**config.mk**
```make
export PLATFORM = sky130hd
export DESIGN_NAME = spi_fifo_master
export DESIGN_NICKNAME = d
export VERILOG_FILES = /design/src/rtl/spi_fifo_pkg.sv /design/src/rtl/spi_word_fifo.sv /design/src/rtl/spi_baud_gen.sv /design/src/rtl/spi_shift_engine.sv /design/src/rtl/spi_fifo_master.sv
export SDC_FILE = /design/constraint.sdc
export NUM_CORES = 1
export LEC_CHECK = 0
export ABC_AREA = 1
export BUFFER_PORTS_ARGS = -buffer_cell sky130_fd_sc_hd__clkbuf_2
export CORE_ASPECT_RATIO = 1.25
export CORE_MARGIN = 2
export CORE_UTILIZATION = 56
export DETAILED_ROUTE_END_ITERATION = 16
export PLACE_DENSITY = 0.86
export SETUP_SLACK_MARGIN = 0.4
export SYNTH_ARGS = -nofsm -noshare
export SYNTH_HDL_FRONTEND = slang
export SYNTH_HIERARCHICAL = 1
export SYNTH_SLANG_ARGS = --single-unit
```
**constraint.sdc**
```tcl
create_clock -name clk -period 3.65 [get_ports clk]
set_input_delay 0 -clock clk [delete_from_list [all_inputs] [get_ports clk]]
set_output_delay 0 -clock clk [all_outputs]
set_load 0.1 [all_outputs]
```
**src/rtl/spi_fifo_pkg.sv**
```systemverilog
package spi_fifo_pkg;

    localparam int BUS_W    = 32;
    localparam int ADDR_W   = 8;
    localparam int WFIELD_W = 4;   // frame length field, length minus one
    localparam int IEN_BIT  = 2;   // interrupt-enable bit position

    localparam logic [ADDR_W-1:0] OFS_DIV  = 8'h00;
    localparam logic [ADDR_W-1:0] OFS_TX   = 8'h04;
    localparam logic [ADDR_W-1:0] OFS_RX   = 8'h08;
    localparam logic [ADDR_W-1:0] OFS_CTRL = 8'h0C;
    localparam logic [ADDR_W-1:0] OFS_IEN  = 8'h10;

    // Control word, MSB first: field positions are software-visible.
    typedef struct packed {
        logic                rx_q_en;    // 12
        logic                tx_q_en;    // 11
        logic                loop;       // 10
        logic                enable;     // 9
        logic                master;     // 8
        logic                soft_rst;   // 7
        logic                cpol;       // 6
        logic                cpha;       // 5
        logic                msb_first;  // 4
        logic [WFIELD_W-1:0] len_m1;     // 3:0
    } ctrl_t;

    localparam int CTRL_W = $bits(ctrl_t);

    typedef enum logic [2:0] {
        SEL_NONE,
        SEL_DIV,
        SEL_TX,
        SEL_RX,
        SEL_CTRL,
        SEL_IEN
    } reg_sel_e;

    function automatic reg_sel_e decode_addr(input logic [ADDR_W-1:0] a);
        case (a)
            OFS_DIV:  return SEL_DIV;
            OFS_TX:   return SEL_TX;
            OFS_RX:   return SEL_RX;
            OFS_CTRL: return SEL_CTRL;
            OFS_IEN:  return SEL_IEN;
            default:  return SEL_NONE;
        endcase
    endfunction

    // Position within the word of the n-th bit on the wire.
    function automatic logic [WFIELD_W-1:0] wire_slot(
        input logic                msb,
        input logic [WFIELD_W-1:0] len_m1,
        input logic [WFIELD_W-1:0] n
    );
        return msb ? (len_m1 - n) : n;
    endfunction

endpackage

```
**src/rtl/spi_word_fifo.sv**
```systemverilog
module spi_word_fifo #(
    parameter int WIDTH = 16,
    parameter int DEPTH = 8
) (
    input  logic             clk,
    input  logic             rst,
    input  logic             flush_i,
    input  logic             single_i,
    input  logic             push_i,
    input  logic [WIDTH-1:0] wdata_i,
    input  logic             pop_i,
    output logic [WIDTH-1:0] rdata_o,
    output logic             full_o,
    output logic             empty_o
);
    localparam int PTR_W = (DEPTH > 1) ? $clog2(DEPTH) : 1;
    localparam int CNT_W = $clog2(DEPTH + 1);
    localparam logic [PTR_W-1:0] LAST = PTR_W'(DEPTH - 1);

    logic [WIDTH-1:0] mem_q [DEPTH];
    logic [PTR_W-1:0] wr_q, rd_q;
    logic [CNT_W-1:0] count_q;
    logic             push_ok, pop_ok;

    always_comb begin
        empty_o = (count_q == '0);
        full_o  = single_i ? (count_q != '0) : (count_q == CNT_W'(DEPTH));
        push_ok = push_i && !full_o;
        pop_ok  = pop_i && !empty_o;
        rdata_o = mem_q[rd_q];
    end

    always_ff @(posedge clk) begin
        if (rst || flush_i) begin
            wr_q    <= '0;
            rd_q    <= '0;
            count_q <= '0;
        end else begin
            if (push_ok) wr_q <= (wr_q == LAST) ? '0 : wr_q + 1'b1;
            if (pop_ok)  rd_q <= (rd_q == LAST) ? '0 : rd_q + 1'b1;
            case ({push_ok, pop_ok})
                2'b10:   count_q <= count_q + 1'b1;
                2'b01:   count_q <= count_q - 1'b1;
                default: count_q <= count_q;
            endcase
        end
    end

    for (genvar g = 0; g < DEPTH; g++) begin : g_slot
        always_ff @(posedge clk) begin
            if (push_ok && wr_q == PTR_W'(g)) mem_q[g] <= wdata_i;
        end
    end

    a_r9_count_bound: assert property (@(posedge clk) disable iff (rst)
        count_q <= CNT_W'(DEPTH));

    // a push into a full queue leaves the occupancy untouched
    a_r9_full_drop: assert property (@(posedge clk) disable iff (rst)
        (full_o && push_i && !pop_i && !flush_i) |=> (count_q == $past(count_q)));

endmodule

```
**src/rtl/spi_baud_gen.sv**
```systemverilog
module spi_baud_gen #(
    parameter int DIV_W = 16
) (
    input  logic             clk,
    input  logic             rst,
    input  logic             run_i,
    input  logic [DIV_W-1:0] div_i,
    output logic             tick_o
);
    logic [DIV_W-1:0] cnt_q;
    logic [DIV_W-1:0] limit;

    // A divisor of 0 wraps to all ones: 2**DIV_W clocks per half period.
    always_comb begin
        limit  = div_i - DIV_W'(1);
        tick_o = run_i && (cnt_q == limit);
    end

    always_ff @(posedge clk) begin
        if (rst || !run_i || tick_o) cnt_q <= '0;
        else                         cnt_q <= cnt_q + 1'b1;
    end

endmodule

```
**src/rtl/spi_shift_engine.sv**
```systemverilog
module spi_shift_engine
    import spi_fifo_pkg::*;
#(
    parameter int DATA_W = 16
) (
    input  logic                clk,
    input  logic                rst,
    input  logic                halt_i,
    input  logic                start_i,
    input  logic                tick_i,
    input  logic [DATA_W-1:0]   tx_data_i,
    input  logic [WFIELD_W-1:0] len_m1_i,
    input  logic                msb_i,
    input  logic                cpol_i,
    input  logic                cpha_i,
    input  logic                sdi_i,
    output logic                busy_o,
    output logic                sclk_o,
    output logic                sdo_o,
    output logic                done_o,
    output logic [DATA_W-1:0]   rx_data_o
);
    localparam int EDGE_W = WFIELD_W + 1;

    logic                busy_q, sclk_q, sdo_q;
    logic [EDGE_W-1:0]   edge_q;
    logic [DATA_W-1:0]   tx_q, rx_q, rx_next;
    logic                edge_ev, leading, sample_now, drive_now, last_edge;
    logic [WFIELD_W-1:0] bit_n, in_slot, out_slot, first_slot;

    always_comb begin
        edge_ev    = busy_q && tick_i;
        leading    = !edge_q[0];
        bit_n      = edge_q[EDGE_W-1:1];
        last_edge  = (edge_q == {len_m1_i, 1'b1});
        sample_now = cpha_i ? !leading : leading;
        drive_now  = cpha_i ? leading : (!leading && !last_edge);
        in_slot    = wire_slot(msb_i, len_m1_i, bit_n);
        out_slot   = wire_slot(msb_i, len_m1_i, cpha_i ? bit_n : bit_n + 1'b1);
        first_slot = wire_slot(msb_i, len_m1_i, '0);
        rx_next    = rx_q;
        if (edge_ev && sample_now) rx_next[in_slot] = sdi_i;
        done_o     = edge_ev && last_edge;
        busy_o     = busy_q;
        sclk_o     = sclk_q;
        sdo_o      = sdo_q;
        rx_data_o  = rx_next;
    end

    always_ff @(posedge clk) begin
        if (rst || halt_i) begin
            busy_q <= 1'b0;
            sclk_q <= rst ? 1'b0 : cpol_i;
            sdo_q  <= 1'b0;
            edge_q <= '0;
            tx_q   <= '0;
            rx_q   <= '0;
        end else if (start_i) begin
            busy_q <= 1'b1;
            sclk_q <= cpol_i;
            edge_q <= '0;
            tx_q   <= tx_data_i;
            rx_q   <= '0;
            if (!cpha_i) sdo_q <= tx_data_i[first_slot];
        end else if (edge_ev) begin
            sclk_q <= !sclk_q;
            edge_q <= edge_q + 1'b1;
            rx_q   <= rx_next;
            if (drive_now) sdo_q <= tx_q[out_slot];
            if (last_edge) busy_q <= 1'b0;
        end else if (!busy_q) begin
            sclk_q <= cpol_i;
        end
    end

    // the serial clock only moves on a divider tick while a frame runs
    a_r3_sclk_hold: assert property (@(posedge clk) disable iff (rst)
        (busy_q && !tick_i && !halt_i) |=> $stable(sclk_q));

    // a reload at the end of a frame keeps the shifter busy
    a_r11_reload: assert property (@(posedge clk) disable iff (rst)
        (done_o && start_i && !halt_i) |=> busy_q);

endmodule

```
**src/rtl/spi_fifo_master.sv**
```systemverilog
module spi_fifo_master
    import spi_fifo_pkg::*;
#(
    parameter int DATA_W     = 16,
    parameter int FIFO_DEPTH = 8,
    parameter int DIV_W      = 16
) (
    input  logic              clk,
    input  logic              rst,
    input  logic              bus_wr_i,
    input  logic              bus_rd_i,
    input  logic [ADDR_W-1:0] bus_addr_i,
    input  logic [BUS_W-1:0]  bus_wdata_i,
    output logic [BUS_W-1:0]  bus_rdata_o,
    output logic              sclk_o,
    output logic              mosi_o,
    input  logic              miso_i,
    output logic              irq_o
);
    reg_sel_e          sel;
    ctrl_t             ctrl_q;
    logic [DIV_W-1:0]  div_q;
    logic              ien_q, irq_q;

    logic              go, start, busy, done, tick, sdi;
    logic [DATA_W-1:0] tx_head, rx_word, rx_head;
    logic              tx_full, tx_empty, rx_full, rx_empty;

    assign sel = decode_addr(bus_addr_i);

    // Register file
    always_ff @(posedge clk) begin
        if (rst) begin
            div_q  <= '0;
            ctrl_q <= '0;
            ien_q  <= 1'b0;
        end else if (bus_wr_i) begin
            case (sel)
                SEL_DIV:  div_q  <= bus_wdata_i[DIV_W-1:0];
                SEL_CTRL: ctrl_q <= bus_wdata_i[CTRL_W-1:0];
                SEL_IEN:  ien_q  <= bus_wdata_i[IEN_BIT];
                default:  ;
            endcase
        end
    end

    always_comb begin
        bus_rdata_o = '0;
        case (sel)
            SEL_DIV:  bus_rdata_o = BUS_W'(div_q);
            SEL_RX:   bus_rdata_o = rx_empty ? '0 : BUS_W'(rx_head);
            SEL_CTRL: bus_rdata_o = BUS_W'(ctrl_q);
            SEL_IEN:  bus_rdata_o = BUS_W'(ien_q) << IEN_BIT;
            default:  bus_rdata_o = '0;
        endcase
    end

    // Frame launch: idle shifter, or the last edge of the current frame
    always_comb begin
        go    = ctrl_q.enable && ctrl_q.master && !ctrl_q.soft_rst;
        start = go && !tx_empty && (!busy || done);
        sdi   = ctrl_q.loop ? mosi_o : miso_i;
    end

    spi_word_fifo #(.WIDTH(DATA_W), .DEPTH(FIFO_DEPTH)) u_tx_q (
        .clk      (clk),
        .rst      (rst),
        .flush_i  (ctrl_q.soft_rst),
        .single_i (!ctrl_q.tx_q_en),
        .push_i   (bus_wr_i && sel == SEL_TX),
        .wdata_i  (bus_wdata_i[DATA_W-1:0]),
        .pop_i    (start),
        .rdata_o  (tx_head),
        .full_o   (tx_full),
        .empty_o  (tx_empty)
    );

    spi_word_fifo #(.WIDTH(DATA_W), .DEPTH(FIFO_DEPTH)) u_rx_q (
        .clk      (clk),
        .rst      (rst),
        .flush_i  (ctrl_q.soft_rst),
        .single_i (!ctrl_q.rx_q_en),
        .push_i   (done),
        .wdata_i  (rx_word),
        .pop_i    (bus_rd_i && sel == SEL_RX),
        .rdata_o  (rx_head),
        .full_o   (rx_full),
        .empty_o  (rx_empty)
    );

    spi_baud_gen #(.DIV_W(DIV_W)) u_baud (
        .clk    (clk),
        .rst    (rst),
        .run_i  (busy && !ctrl_q.soft_rst),
        .div_i  (div_q),
        .tick_o (tick)
    );

    spi_shift_engine #(.DATA_W(DATA_W)) u_shift (
        .clk       (clk),
        .rst       (rst),
        .halt_i    (ctrl_q.soft_rst),
        .start_i   (start),
        .tick_i    (tick),
        .tx_data_i (tx_head),
        .len_m1_i  (ctrl_q.len_m1),
        .msb_i     (ctrl_q.msb_first),
        .cpol_i    (ctrl_q.cpol),
        .cpha_i    (ctrl_q.cpha),
        .sdi_i     (sdi),
        .busy_o    (busy),
        .sclk_o    (sclk_o),
        .sdo_o     (mosi_o),
        .done_o    (done),
        .rx_data_o (rx_word)
    );

    always_ff @(posedge clk) begin
        if (rst) irq_q <= 1'b0;
        else     irq_q <= ien_q && tx_empty && !busy;
    end
    assign irq_o = irq_q;

    a_r13_soft_reset_idle: assert property (@(posedge clk) disable iff (rst)
        ctrl_q.soft_rst |=> (!busy && sclk_o == $past(ctrl_q.cpol)));

    a_r12_irq_needs_enable: assert property (@(posedge clk) disable iff (rst)
        irq_o |-> $past(ien_q));

    a_r8_no_launch_when_off: assert property (@(posedge clk) disable iff (rst)
        (!go && !busy) |=> !busy);

    // a full transmit queue still has its head word present
    a_r9_full_not_empty: assert property (@(posedge clk) disable iff (rst)
        tx_full |-> !tx_empty);

endmodule

```
---- Yosys cells after proc, flatten, opt, wreduce, memory -nomap -nowiden ----
Memory sizes are Yosys's and may differ from the RTL's. A register that Yosys moved wholly into a read port is not among the register bits.
Cells that the tools add are included.
storage, ports and cells
  output and inout port bits .............. 35
  logic and storage cells ................. 278
  input port bits ......................... 45
  register bits ........................... 107
  memories kept ........................... 2
  RAM bits ................................ 256
memory list
  memory        depth  bits a word  rd ports  clocked after Yosys merged registers in  write ports  RTL line             text
  u_rx_q.mem_q  8      16           1         1                                        1            spi_word_fifo.sv:20  logic [WIDTH-1:0] mem_q [DEPTH];
  u_tx_q.mem_q  8      16           1         1                                        1            spi_word_fifo.sv:20
cells by class
  reductions and logical operators ........ 81
  mux-type cells .......................... 116
  eq/ne operators ......................... 35
  add/subtract/negate cells ............... 14
  magnitude comparators ................... 4
operators with widths
  kind                                                  number
  2-to-1 mux 16 bit                                     16
  OR reduction 16 bit                                   14
  2-to-1 mux 1 bit                                      66
  2-to-1 mux 3 bit                                      22
  case mux 16 bit (4 select lines)                      1
  equality test 3 bit (second input constant)           12
  logical AND 1 bit                                     35
  equality test 3 x 2 -> 1 bit (second input constant)  6
  adder 16 x 1 -> 16 bit (second input constant)        1
  bitwise mux 16 bit                                    1
  equality test 16 bit                                  1
  equality test 8 x 4 -> 1 bit (second input constant)  2
  2-to-1 mux 4 bit                                      4
  case mux 4 bit (2 select lines)                       2
  subtractor 16 x 1 -> 16 bit (second input constant)   1
  < comparator 4 x 5 -> 1 bit (second input constant)   3
  case mux 3 bit (5 select lines)                       1
  adder 3 x 1 -> 3 bit (second input constant)          4
  adder 4 x 1 -> 4 bit (second input constant)          3
  zero test 1 bit                                       10
  nonzero test 2 bit                                    5
  equality test 3 x 1 -> 1 bit (second input constant)  3
  binary-select mux 1 bit (select 4 bit)                2
  equality test 4 bit (second input constant)           2
  20 further kinds                                      33

---- Depth between registers and ports, before layout ----
  word-level depth ........................ 17
  depth in mapped cells ................... 30
  gate-level depth less buffers ........... 30

---- Modules after synthesis ----
Netlist, hierarchy kept.
modules (own cells, without submodules)
  module                   cells each  area each (µm²)  seq. area each (µm²)  instances
  spi_word_fifo at u_rx_q  465         5803.1           4103.9                1
  spi_word_fifo at u_tx_q  465         5798.1           4103.9                1
  spi_shift_engine         401         2522.4           810.8                 1
  spi_fifo_master          312         1949.4           620.6                 1
  spi_baud_gen             226         1395.1           320.3                 1

---- Least setup slack after synthesis ----
OpenSTA, ideal clock, no wires.
  kind .................................... register to register
  from .................................... register div_q[0]
  to ...................................... register u_tx_q.count_q[2]
  setup time .............................. 115 ps
  required time ........................... 3535 ps
  arrival time ............................ 3872 ps
  path slack .............................. -337 ps
  buffers on the path ..................... 0
  clock period less this slack ............ 3987 ps
  cell stages (with the launch flop) ...... 28
  cell sequence ........................... dfxtp_1 inv_1 ha_1 nand2_1 nor2_1 nand2_1 nand3b_1 nand2_1 nor2_1 nand2_1 nor2_1 nand3_2 inv_1 nand2_1 nor2_1 nor2_1 nor4_1 nand2_1 inv_2 ha_1 nand2_1 inv_1 nor2_1 ha_1 a21oi_1 xnor2_1 o21ai_0 inv_1
on the way
  cells in the longest elaborated chain, start to end .. 10
  elaborated cells between the ends (all ways) .. 12
  classes of those cells .................. add/sub: 1; eq/ne: 3; mux: 1; reduce/logical: 7
ends and longest elaborated chain
  what                                                                          RTL line                text
  start: declaration                                                            spi_fifo_master.sv:22   logic [DIV_W-1:0] div_q;
  start signal: assignment                                                      spi_fifo_master.sv:39   SEL_DIV: div_q <= bus_wdata_i[DIV_W-1:0];
  subtractor 16 x 1 -> 16 bit (*)                                               spi_baud_gen.sv:15      limit = div_i - DIV_W'(1);
  equality test 16 bit (*)                                                      spi_baud_gen.sv:16      tick_o = run_i && (cnt_q == limit);
  logical AND 1 bit (*)                                                         spi_baud_gen.sv:16
  named net tick                                                                spi_fifo_master.sv:25   logic go, start, busy, done, tick, sdi;
  logical AND 1 bit (*)                                                         spi_shift_engine.sv:32  edge_ev = busy_q && tick_i;
  logical AND 1 bit (*)                                                         spi_shift_engine.sv:43  done_o = edge_ev && last_edge;
  named net done                                                                spi_fifo_master.sv:25
  logical OR 1 bit (*)                                                          spi_fifo_master.sv:61   start = go && !tx_empty && (!busy || done);
  logical AND 1 bit (*)                                                         spi_fifo_master.sv:61
  named net start                                                               spi_fifo_master.sv:25
  logical AND 1 bit (*)                                                         spi_word_fifo.sv:29     pop_ok = pop_i && !empty_o;
  equality test 2 x 1 -> 1 bit / equality test 2 bit (equally long branches)    spi_word_fifo.sv:41     case ({push_ok, pop_ok})
  case mux 4 bit (2 select lines) / nonzero test 2 bit (equally long branches)  n/a
  end signal: assignment                                                        spi_word_fifo.sv:42     2'b10: count_q <= count_q + 1'b1;
  end signal: assignment                                                        spi_word_fifo.sv:43     2'b01: count_q <= count_q - 1'b1;
  end signal: assignment                                                        spi_word_fifo.sv:44     default: count_q <= count_q;
  end: declaration                                                              spi_word_fifo.sv:22     logic [CNT_W-1:0] count_q;
The timed path passes the listed nets; every way through them passes the cells marked *.
A chain may end at the register's enable or synchronous reset.

---- Worst setup path in the final report ----
  from .................................... register div_q[1]
  to ...................................... register u_tx_q.count_q[2]
The elaborated chain is that of the path after synthesis.

==> results.txt <==
----------------------------------------------------
[Critical path]
  Endpoint of the worst-slack reg-to-reg timing path ... u_tx_q/count_q[2]
  Worst Setup End Kind ... flop
  Critical path origin ... div_q[1]
  Critical Path Sink ... u_tx_q/count_q[2]
  CP peak stage delay ... 0.33 ns
  Number of cells traversed by the worst register-to-register path ... 27
  Setup slack, reg-to-reg ... 0.28 ns
  Arrival time of data at the critical path endpoint ... 3.79 ns
  Crit path kind ... reg2reg
  CP startpoint kind ... flop
  Cell type of the slowest stage on the worst timing path ... dfxtp_2
  Data required time at the worst endpoint ... 4.07 ns
  RR Startpoint ... div_q[1]
  Highest net fanout along the worst path ... 6

[STA]
  Max frequency ... 297 MHz
  Min Clock Period, post-route ... 3.37 ns
  Final count of hold timing violations ... 0
  Least-Margin Pin Slew ... 0.870 ns
  Sum Neg Setup Slack ... 0 ns
  Setup violations, final ... 0
  Slew Limit Headroom ... 41.9%
  Max Slew Vio Count ... 0
  Worst setup skew after layout ... 0.0199 ns
  Final critical-path share of the clock period ... 92.3%
  Setup repair after global routing missed its margin ... yes

[Global routing]
  Leftover overflow at the end of global routing ... 0
  Total global routing track utilization ... 24.9%
  Number of antenna violations at the first check in global routing ... 0
  Maximum number of pins on one net before global-route repair ... 61
  Wire length of the first global-routing pass ... 64.7 mm
  Via count of the first global-routing pass ... 12800

[Power and ir drop]
  Int Pwr ... 6600 uW
  Switch share ... 20.2%
  Power per cell area ... 417 nW/um^2
  Worst VDD drop ... 0.000474 V
  Relative contribution of sequential cells to total power ... 53.8%
  Comb power frac ... 2.6%
  Sum of internal, switching and leakage power ... 8260 uW
  Power share of the clock group ... 43.7%
  Psw ... 1670 uW
  Static leakage power ... 0.00817 uW

[Cells and area]
  Proportion of layout cells with a drive suffix above 1 ... 14.3%
  Fill cell count ... 2292
  Area of all placed cells without fillers ... 19800 um^2
  Total number of nets in the final design ... 2034
  Finished Layout Cells ... 2390
  Antenna diode instance count ... 0
  Area growth from synthesis to layout ... 13.6%

[Placed design]
  Half-perimeter wire length of the detailed placement result ... 26.8 mm
  Routability congestion estimate from global placement ... 0.965
  Total cell area at the placement stage ... 18000 um^2
  Input/output buffers ... 47
  Number of cells after detailed placement ... 2281

[Floorplanning]
  Chip height ... 201 um
  Effective utilization at floorplan ... 56.7%
  Top-level I/O count ... 80
  Core area ... 30800 um^2
  Floorplan die width ... 162 um
  Cell row count ... 72
  Area of the die ... 32600 um^2

[Clocking]
  Clock tree from TritonCTS ... done
  Maximum number of buffers from clock root to sink ... 3
  Number of buffers added by the clock tree synthesis step ... 37
  Clock-pin slew of the registers on the worst-case setup and hold paths ... 0.06 ns
  Buffer cell driving the clock tree root ... clkbuf_16
  # clock sinks ... 369
  Insertion delay to the later sink of the worst-skew pair ... 0.53 ns
  Clock H-tree levels ... 2

[Routing]
  DRT Pass-1 Iters ... 9
  Post-route DRC violation count ... 0
  Detailed-route via count ... 13500
  Detailed router's first-iteration violation count ... 1355
  DR vias/cell ... 5.63
  Average wire per standard cell ... 17.6 um
  Drt total wl ... 42.0 mm
  Remaining antenna violation count ... 0

[Job]
  Max-cap check violation count ... 0

[Logic synthesis]
  Post-synthesis area per instance ... 9.35 um^2
  Number of warnings issued by yosys ... 6
  Count of mapped cells out of synthesis ... 1867
  Post-Syn Area ... 17500 um^2

[Status]
  Result of the run ... complete, no violations

[Worst hold path]
  Worst hold path class ... in2reg

----------------------------------------------------
-- worst min path at each step --
| stage | startpoint | endpoint | cells after the start |
|---|---|---|---|
| detailed placement | bus_wdata_i[1] | u_tx_q/mem_q[2][1] | 1 |
| floorplan | rst | irq_o | 1 |
| CTS | bus_addr_i[5] | ien_q | 6 |
| global placement | bus_wdata_i[7] | u_tx_q/mem_q[3][7] | 1 |
| finish | bus_addr_i[5] | ien_q | 6 |
| global route | bus_addr_i[6] | ien_q | 6 |
-- per-layer routing --
metal  global-route usage, %  vias to the layer above  share of wire, %  wire length [um]
li1                        -                     6383                 -                 -
met2                    42.8                      645                50             21000
met1                    30.9                     6293                38             16100
met5                       0                        -                 0                 0
met3                    3.96                      136               7.7              3250
met4                    11.6                        0               4.1              1720
-- critical path: cells and delay by family, from the launching register on --
family	cells	cell delay, ns
buf+inv	5	0.46
simple gates	16	1.64
compound gates	2	0.25
fa+ha+maj	3	0.51
xor+xnor	1	0.08
flops	1	0.33
-- state kept, by name, summed over array words and instances (netlist names), named ones only --
signal and flops:
u_rx_q/mem_q 128, ien_q 1, u_tx_q/count_q 4, u_tx_q/mem_q 128, u_shift/tx_q 16, u_shift/sclk_o 1
irq_o 1, ctrl_q 13, u_shift/rx_q 16, u_baud/cnt_q 16, u_shift/busy_o 1, u_tx_q/wr_q 3
u_tx_q/rd_q 3, div_q 16, u_rx_q/count_q 4, u_shift/edge_q 5, u_rx_q/rd_q 3, u_shift/sdo_o 1
u_rx_q/wr_q 3
-- timing repair --
| item | 4_1_cts | 5_1_grt |
|---|---|---|
| hold buffers | 17 | 0 |
| hold endpoints to repair | 162 | 0 |
| gates resized for setup | 22 | 62 |
| pin swaps | 8 | 31 |
| setup buffers | 11 | 14 |
| gates cloned | 0 | 0 |
| endpoints found under the setup margin | 30 | 89 |
-- stage by stage --
stage / util, % / setup WS (ns) / hold slack [ns]
after floorplan: - / 0.217 / 0.0759
after CTS: 63.3 / 0.422 / 0.0176
after global routing: 64.4 / 0.102 / 0.0944
after global placement: 58.6 / 0.138 / 0.285
after detailed placement: 58.6 / 0.0175 / 0.300
final: 64.4 / 0.281 / 0.0399
-- placed cells by master, fill, tap and decap left out, drive strengths merged, types with 5 or more instances in the layout --
cell type      n
o22ai         32
conb          16
buf           62
clkbuf       105
nand3b         7
mux2i         32
dlygate4sd3   17
nor3          18
xor2          20
clkinv         6
nor2         280
edfxtp       257
o21ai        186
a21oi         67
dfxtp        112
ha            32
nand3        115
xnor2         15
nand4         20
nand2        372
inv          191
o211ai         5
-- cell type report --
cell class              count  area [um^2]  share of cell area (%)
well taps                 407          509                    2.57
repair buffers            126          937                    4.72
inverters                 190          721                    3.63
multi-input cells        1231         6540                    33.0
clock inverters             9          101                   0.511
flip-flops and latches    369         9980                    50.3
clock buffers              58         1040                    5.27
-- power groups by stage --
stage	clock network, uW	logic [uW]	registers (uW)
after floorplan	0	146	4540
after global placement	0	187	4530
after detailed placement	0	190	4530
after CTS	3640	207	4440
after global routing	3800	227	4440
final	3610	213	4440
No activity file was read; power rests on OpenSTA's default activity.
